**config.mk**
```make
export PLATFORM = sky130hd
export DESIGN_NAME = pwm_dbuf_timer
export DESIGN_NICKNAME = d
export VERILOG_FILES = /design/src/rtl/pwm_tmr_pkg.sv /design/src/rtl/pwm_regs.sv /design/src/rtl/pwm_shadow.sv /design/src/rtl/pwm_core.sv /design/src/rtl/pwm_dbuf_timer.sv
export SDC_FILE = /design/constraint.sdc
export NUM_CORES = 1
export LEC_CHECK = 0
export ABC_CLOCK_PERIOD_IN_PS = 7900
export BUFFER_PORTS_ARGS = -buffer_cell sky130_fd_sc_hd__buf_4
export CAP_MARGIN = 10
export CORE_AREA = 2 2 85 87
export CTS_CLUSTER_DIAMETER = 60
export DETAILED_ROUTE_END_ITERATION = 10
export DIE_AREA = 0 0 87 89
export PLACE_DENSITY = 0.95
export SETUP_SLACK_MARGIN = 0.2
export SLEW_MARGIN = 20
export SYNTH_ARGS = -nofsm -noshare
export SYNTH_HDL_FRONTEND = slang
export SYNTH_HIERARCHICAL = 1
export SYNTH_SLANG_ARGS = --single-unit
```
**constraint.sdc**
```tcl
create_clock -name clk -period 7.9 [get_ports clk]
set_clock_uncertainty 0.1 [all_clocks]
set_input_delay 0.79 -clock clk [delete_from_list [all_inputs] [get_ports clk]]
set_output_delay 0.79 -clock clk [all_outputs]
set_load 0.01 [all_outputs]
```
**src/rtl/pwm_tmr_pkg.sv**
```systemverilog
package pwm_tmr_pkg;

    localparam int unsigned ADDR_W    = 3;
    localparam int unsigned N_CMP     = 2;
    localparam int unsigned CMP_PER   = 0;
    localparam int unsigned CMP_DUTY  = 1;
    localparam int unsigned RUN_BIT   = 0;
    localparam int unsigned DBUF_BIT  = 1;

    typedef enum logic [ADDR_W-1:0] {
        ADDR_MODE   = 3'd0,
        ADDR_PER    = 3'd1,
        ADDR_DUTY   = 3'd2,
        ADDR_SYNC_P = 3'd3,
        ADDR_SYNC_D = 3'd4
    } reg_addr_e;

    typedef struct packed {
        logic dbuf;
        logic run;
    } mode_t;

    typedef struct packed {
        logic wrap;
        logic duty;
    } match_t;

    function automatic mode_t unpack_mode(input logic [1:0] bits);
        mode_t m;
        m.run  = bits[RUN_BIT];
        m.dbuf = bits[DBUF_BIT];
        return m;
    endfunction

endpackage

```
**src/rtl/pwm_regs.sv**
```systemverilog
module pwm_regs
    import pwm_tmr_pkg::*;
#(
    parameter int unsigned W = 16
) (
    input  logic                     clk,
    input  logic                     rst,
    input  logic                     wr_en,
    input  logic [ADDR_W-1:0]        wr_addr,
    input  logic [W-1:0]             wr_data,
    output mode_t                    mode_q,
    output logic [W-1:0]             per_q,
    output logic [W-1:0]             duty_q,
    output logic                     sync_per,
    output logic                     sync_duty
);

    reg_addr_e sel;
    assign sel = reg_addr_e'(wr_addr);

    always_ff @(posedge clk) begin
        if (rst) begin
            mode_q <= '0;
            per_q  <= '0;
            duty_q <= '0;
        end else if (wr_en) begin
            case (sel)
                ADDR_MODE: mode_q <= unpack_mode(wr_data[1:0]);
                ADDR_PER:  per_q  <= wr_data;
                ADDR_DUTY: duty_q <= wr_data;
                default: ;
            endcase
        end
    end

    always_comb begin
        sync_per  = wr_en && (sel == ADDR_SYNC_P);
        sync_duty = wr_en && (sel == ADDR_SYNC_D);
    end

endmodule

```
**src/rtl/pwm_shadow.sv**
```systemverilog
module pwm_shadow #(
    parameter int unsigned W = 16
) (
    input  logic         clk,
    input  logic         rst,
    input  logic         dbuf,
    input  logic         sync,
    input  logic         hit,
    input  logic [W-1:0] src,
    output logic [W-1:0] shd_q,
    output logic [W-1:0] cmp
);

    always_ff @(posedge clk) begin
        if (rst)
            shd_q <= '0;
        else if (sync || hit)
            shd_q <= src;
    end

    assign cmp = dbuf ? shd_q : src;

endmodule

```
**src/rtl/pwm_core.sv**
```systemverilog
module pwm_core
    import pwm_tmr_pkg::*;
#(
    parameter int unsigned W = 16
) (
    input  logic         clk,
    input  logic         rst,
    input  logic         run,
    input  logic         tick,
    input  logic [W-1:0] cmp_per,
    input  logic [W-1:0] cmp_duty,
    output match_t       hit,
    output logic [W-1:0] cnt_q,
    output logic         ff_q,
    output logic         irq_q
);

    logic step;

    always_comb begin
        step     = run && tick;
        hit.wrap = step && (cnt_q == cmp_per);
        hit.duty = step && (cnt_q == cmp_duty);
    end

    always_ff @(posedge clk) begin
        if (rst || !run) begin
            cnt_q <= '0;
            ff_q  <= 1'b0;
            irq_q <= 1'b0;
        end else begin
            irq_q <= hit.wrap;
            if (step)
                cnt_q <= hit.wrap ? '0 : cnt_q + W'(1);
            if (hit.wrap)
                ff_q <= 1'b1;
            else if (hit.duty)
                ff_q <= 1'b0;
        end
    end

endmodule

```
**src/rtl/pwm_dbuf_timer.sv**
```systemverilog
module pwm_dbuf_timer
    import pwm_tmr_pkg::*;
#(
    parameter int unsigned W = 16
) (
    input  logic         clk,
    input  logic         rst,
    input  logic         wr_en,
    input  logic [2:0]   wr_addr,
    input  logic [W-1:0] wr_data,
    input  logic         tick,
    output logic         pwm_out,
    output logic         period_irq
);

    mode_t        mode_q;
    logic [W-1:0] per_q, duty_q;
    logic         sync_per, sync_duty;
    match_t       hit;
    logic [W-1:0] cnt_q;

    logic [W-1:0] src_v  [N_CMP];
    logic [W-1:0] shd_v  [N_CMP];
    logic [W-1:0] cmp_v  [N_CMP];
    logic         sync_v [N_CMP];
    logic         hit_v  [N_CMP];

    pwm_regs #(.W(W)) u_regs (
        .clk       (clk),
        .rst       (rst),
        .wr_en     (wr_en),
        .wr_addr   (wr_addr),
        .wr_data   (wr_data),
        .mode_q    (mode_q),
        .per_q     (per_q),
        .duty_q    (duty_q),
        .sync_per  (sync_per),
        .sync_duty (sync_duty)
    );

    always_comb begin
        src_v[CMP_PER]   = per_q;
        src_v[CMP_DUTY]  = duty_q;
        sync_v[CMP_PER]  = sync_per;
        sync_v[CMP_DUTY] = sync_duty;
        hit_v[CMP_PER]   = hit.wrap;
        hit_v[CMP_DUTY]  = hit.duty;
    end

    for (genvar g = 0; g < N_CMP; g++) begin : g_shadow
        pwm_shadow #(.W(W)) u_shadow (
            .clk   (clk),
            .rst   (rst),
            .dbuf  (mode_q.dbuf),
            .sync  (sync_v[g]),
            .hit   (hit_v[g]),
            .src   (src_v[g]),
            .shd_q (shd_v[g]),
            .cmp   (cmp_v[g])
        );
    end

    pwm_core #(.W(W)) u_core (
        .clk      (clk),
        .rst      (rst),
        .run      (mode_q.run),
        .tick     (tick),
        .cmp_per  (cmp_v[CMP_PER]),
        .cmp_duty (cmp_v[CMP_DUTY]),
        .hit      (hit),
        .cnt_q    (cnt_q),
        .ff_q     (pwm_out),
        .irq_q    (period_irq)
    );

endmodule

```
=== Word level (Yosys, flattened, before mapping) ===
Cells that the tools add are included.

* Add/sub/neg operators: 1
* Equal/unequal tests: 6
* Mux-type cells: 5
* Reduce and logical (&&, ||, !) cells: 14

{| class="wikitable"
|+ Operators by type and width
! kind !! count
|-
| two-way mux 16 bit || 3
|-
| == test 16 bit || 2
|-
| adder 16 x 1 -> 16 bit (second input constant) || 1
|-
| == test 3 x 2 -> 1 bit (second input constant) || 2
|-
| AND reduction 2 bit || 3
|-
| logical AND 1 bit || 5
|-
| == test 3 x 1 -> 1 bit (second input constant) || 1
|-
| == test 3 bit (second input constant) || 1
|-
| logical NOT 3 bit || 1
|-
| logical OR 1 bit || 3
|-
| two-way mux 1 bit || 2
|-
| nonzero test 2 bit || 1
|-
| logical NOT 1 bit || 1
|}

* Flip-flop bits (word level): 84
* Input bits: 23
* Output and inout port bits: 2

=== Depth between registers and ports, before layout ===
* Depth in word-level cells: 5
* Mapped depth: 11
* Mapped depth without buffers: 8

=== Hierarchy ===
Netlist, hierarchy kept.

{| class="wikitable"
|+ Modules (own cells, without submodules)
! module !! instances !! cells an instance !! area each (sq um)
|-
| pwm_shadow || 2 || 90 || 844.6
|-
| pwm_regs || 1 || 135 || 1456.4
|-
| pwm_core || 1 || 141 || 1221.2
|}

=== Least setup slack after synthesis ===
No wires, ideal clock.

* Kind: flip-flop to flip-flop
* From: register, netlist name u_regs/mode_q[1]
* To: register g_shadow[1].u_shadow.shd_q[10]
* Library setup time: 0.070 ns
* Data arrival time: 2.503 ns
* Data required time: 7.730 ns
* Path slack: 5.226 ns
* Stages on the path, launching flop included: 11
* Path buffers: 3
* Period minus slack after synthesis: 2.674 ns
* Path through: dfxtp_1 > buf_2 > buf_2 > mux2_2 > xor2_1 > nor4_1 > nand2_1 > nor4_1 > clkbuf_1 > o21ai_0 > a21oi_1

{| class="wikitable"
|+ RTL lines
! item !! RTL line !! RTL
|-
| to (signal assigned) || pwm_shadow.sv:18 || <nowiki>shd_q <= src;</nowiki>
|-
| to (decl) || pwm_shadow.sv:10 || <nowiki>output logic [W-1:0] shd_q,</nowiki>
|}

==> load_flow_metrics.sql <==
INSERT INTO impl_metrics (metric_group, metric, value, unit) VALUES
('status', 'result_of_the_run', 'finished clean', ''),
('timing', 'final.period_utilization', '46.5', '%'),
('yosys', 'synth.cell_area', '4370', 'µm²'),
('cts', 'numClockSinks', '84', ''),
('cts', 'ctsHoldBuffers', '0', ''),
('route', 'finalWirelength', '10200', 'µm'),
('place', 'finalWeightedCongestion', '0.903', ''),
('route', 'routed-via-count', '3386', ''),
('yosys', 'synth.ff_latch_count', '84', ''),
('yosys', 'asyncSetResetFlopFracSynth', '0', '%'),
('yosys', 'syn-num-nets', '480', ''),
('global_routing', 'groute.usage.overall', '28.5', '%'),
('die', 'die_w', '87', 'µm'),
('job', 'maximum_capacitance_violations', '0', ''),
('route', 'detailedRoute.firstIterationViolations', '271', ''),
('cts', 'cts_root_buf', 'clkbuf_8', ''),
('yosys', 'synth_simple_gate_area_share', '22.8', '%'),
('yosys', 'main_combinational_cell_family_by_area_after_synthesis', 'simple AND/OR/NAND/NOR gates', ''),
('cts', 'clk-insertion-delay-late', '0.36', 'ns'),
('yosys', 'synth_edf_count', '0', ''),
('setup_path', 'critPathArrivalTime', '3.86', 'ns'),
('cts', 'clock_path_buffers', '2', ''),
('final_layout', 'final_nets', '482', ''),
('die', 'die_h', '89', 'µm'),
('timing', 'timing.final.ws_setup', '4.22', 'ns'),
('cts', 'clock_pin_slew_reported_for_the_worst_setup_and_hold_paths_after_clock_tree_synthesis', '0.08', 'ns'),
('die', 'core-area', '6720', 'µm²'),
('place', 'place_ws', '4.35', 'ns'),
('yosys', 'post_synth_xor_area_fraction', '9.23', '%'),
('setup_path', 'r2r_startpoint', 'u_regs/mode_q[1]$_SDFFE_PP0P_', ''),
('die', 'ios', '25', ''),
('power_and_ir_drop', 'power', '0.852', 'mW'),
('final_layout', 'antenna_cells_inserted', '0', ''),
('timing', 'setup_violations', '0', ''),
('yosys', 'synth_compound_gate_area_share', '8.60', '%'),
('yosys', 'yosysWarnings', '6', ''),
('setup_path', 'critical_path.startpoint', 'u_regs/mode_q[1]$_SDFFE_PP0P_', ''),
('global_routing', 'gr-total-overflow', '0', ''),
('power_and_ir_drop', 'power_leakage', '1.85', 'nW'),
('yosys', 'synth_top_area_share', '38.5', '%'),
('place', 'dpl.hpwl', '6580', 'µm'),
('place', 'placed_cells', '527', ''),
('route', 'detail_route.first_pass.iterations', '5', ''),
('setup_path', 'crit_path_end_kind', 'flop', ''),
('global_routing', 'grt_start_max_net_pins', '84', ''),
('final_layout', 'flow.area_growth_from_synthesis', '8.48', '%'),
('place', 'port_buffers', '24', ''),
('global_routing', 'via_count_of_the_first_global_routing_pass', '3381', ''),
('yosys', 'adder_cell_fraction_of_synth_area', '0.287', '%'),
('cts', 'cts_max_level', '3', ''),
('cts', 'clock_tree_from_tritoncts', 'built', ''),
('route', 'routed_via_density', '6.25', ''),
('yosys', 'netlist-cell-type-count', '38', ''),
('power_and_ir_drop', 'ir_drop', '123', 'µV'),
('setup_path', 'timing.critical_path.to', 'g_shadow[1].u_shadow/shd_q[13]$_SDFFE_PP0P_', ''),
('cts', 'cts-resized-gates', '0', ''),
('timing', 'fmax', '272', 'MHz'),
('setup_path', 'r2r-end', 'g_shadow[1].u_shadow/shd_q[13]$_SDFFE_PP0P_', ''),
('route', 'final_routed_wire_length_divided_by_cell_count', '18.9', 'µm'),
('final_layout', 'finalNonFillerCells', '542', ''),
('timing', 'fin_tns_setup', '0', 'ns'),
('timing', 'rsz0062_at_grt', 'no', ''),
('die', 'floorplan.initialDensity', '65.0', '%'),
('yosys', 'ys_dominant_reg_cell', 'dfxtp_1', ''),
('die', 'die_area', '7740', 'µm²'),
('setup_path', 'start_kind', 'flop', ''),
('global_routing', 'grt_first_pass_wirelength', '16800', 'µm'),
('yosys', 'synthMostInstantiatedCell', 'dfxtp_1', ''),
('die', 'std_cell_rows', '30', ''),
('setup_path', 'critical_path_class', 'flop to flop', ''),
('setup_path', 'timing.reg2reg.setup_slack', '4.22', 'ns');
## report_power, final
part	total [mW]	switching, mW	internal [mW]	leakage [nW]
clock	0.367	0.151	0.216	0.122
combinational	0.0541	0.0285	0.0255	1.05
sequential	0.431	0.00382	0.427	0.678
total	0.852	0.183	0.669	1.85
## layout by cell type (no fill, tap or decap), types with 2 or more instances in the layout
cell       netlist  routed
a21oi_1         35      35
or3b_2           4       4
dfxtp_1         84      84
nand2_1          6       6
xnor2_1         19      19
inv_1            5       5
and4bb_1         2       2
nand4_1          2       2
mux2_2          32      32
buf_4            1      27
nor3_1           6       5
nor4_2           4       5
nand2b_1        53      53
nor4_1           3       2
clkinv_2         0       2
nand3_1          8       8
mux2i_1         34      34
xor2_1          27      27
nand4bb_1        2       2
bufinv_16        0       3
clkbuf_8         0      10
o21ai_0         33      33
and3_1           2       2
or3b_1          28      28
nor2_1          19      19
## routing by layer
layer	track usage, %	routed length, µm
met1	33.8	4160
met2	47.3	5040
met3	6.37	528
met4	16.9	501
met5	0	0
## per-stage QoR
| stage | hold WS, ns | util, % | instance area, µm² |
|---|---|---|---|
| 6_report | 0.395 | 70.5 | 4740 |
| 5_1_grt | 0.413 | 70.5 | 4740 |
| 4_1_cts | 0.396 | 70.5 | 4740 |
| 3_5_place_dp | 0.384 | 67.0 | 4500 |
| 3_3_place_gp | 0.378 | 67.0 | 4500 |
| 2_1_floorplan | 0.356 | - | 4370 |
## kinds of logic after synthesis
group	count (synthesis)
mux	66
buf+inv	41
xor+xnor	46
flops	84
compound gates	71
simple gates	147
fa+ha+maj	1
## worst max-delay path, stage by stage, from the launching register on
cell	delay [ns]
dfxtp_1	0.31
buf_4	0.38
mux2_2	0.40
xor2_1	0.14
nor4_1	0.49
nand2_1	0.17
nor4_2	0.96
buf_4	0.35
o21ai_0	0.12
a21oi_1	0.17
## flip-flops by register name, summed over array words and instances, names as in the netlist
name                     count
u_regs/duty_q               16
u_core/irq_q                 1
u_regs/per_q                16
u_core/cnt_q                16
u_core/ff_q                  1
u_regs/mode_q                2
g_shadow.u_shadow/shd_q     32
## cell type report
class / instances / area (µm²)
Tap cell: 80 / 100
Sequential cell: 84 / 1680
Clock inverter: 5 / 100
Clock buffer: 10 / 138
Multi-Input combinational cell: 331 / 2500
Inverter: 5 / 18.8
Timing Repair Buffer: 27 / 203
Fill cell: 462 / 1980
## worst min path at each step
stage / startpoint / to / depth (start not counted)
after floorplan: u_regs/duty_q[10]$_SDFFE_PP0P_ / u_regs/duty_q[10]$_SDFFE_PP0P_ / 2
after global placement: u_regs/per_q[3]$_SDFFE_PP0P_ / g_shadow[0].u_shadow/shd_q[3]$_SDFFE_PP0P_ / 2
after detailed placement: u_regs/per_q[7]$_SDFFE_PP0P_ / u_regs/per_q[7]$_SDFFE_PP0P_ / 2
after CTS: u_regs/per_q[7]$_SDFFE_PP0P_ / u_regs/per_q[7]$_SDFFE_PP0P_ / 2
after global routing: u_regs/per_q[7]$_SDFFE_PP0P_ / u_regs/per_q[7]$_SDFFE_PP0P_ / 2
final: u_regs/per_q[7]$_SDFFE_PP0P_ / u_regs/per_q[7]$_SDFFE_PP0P_ / 2
Power figures use the tool's default switching activity.
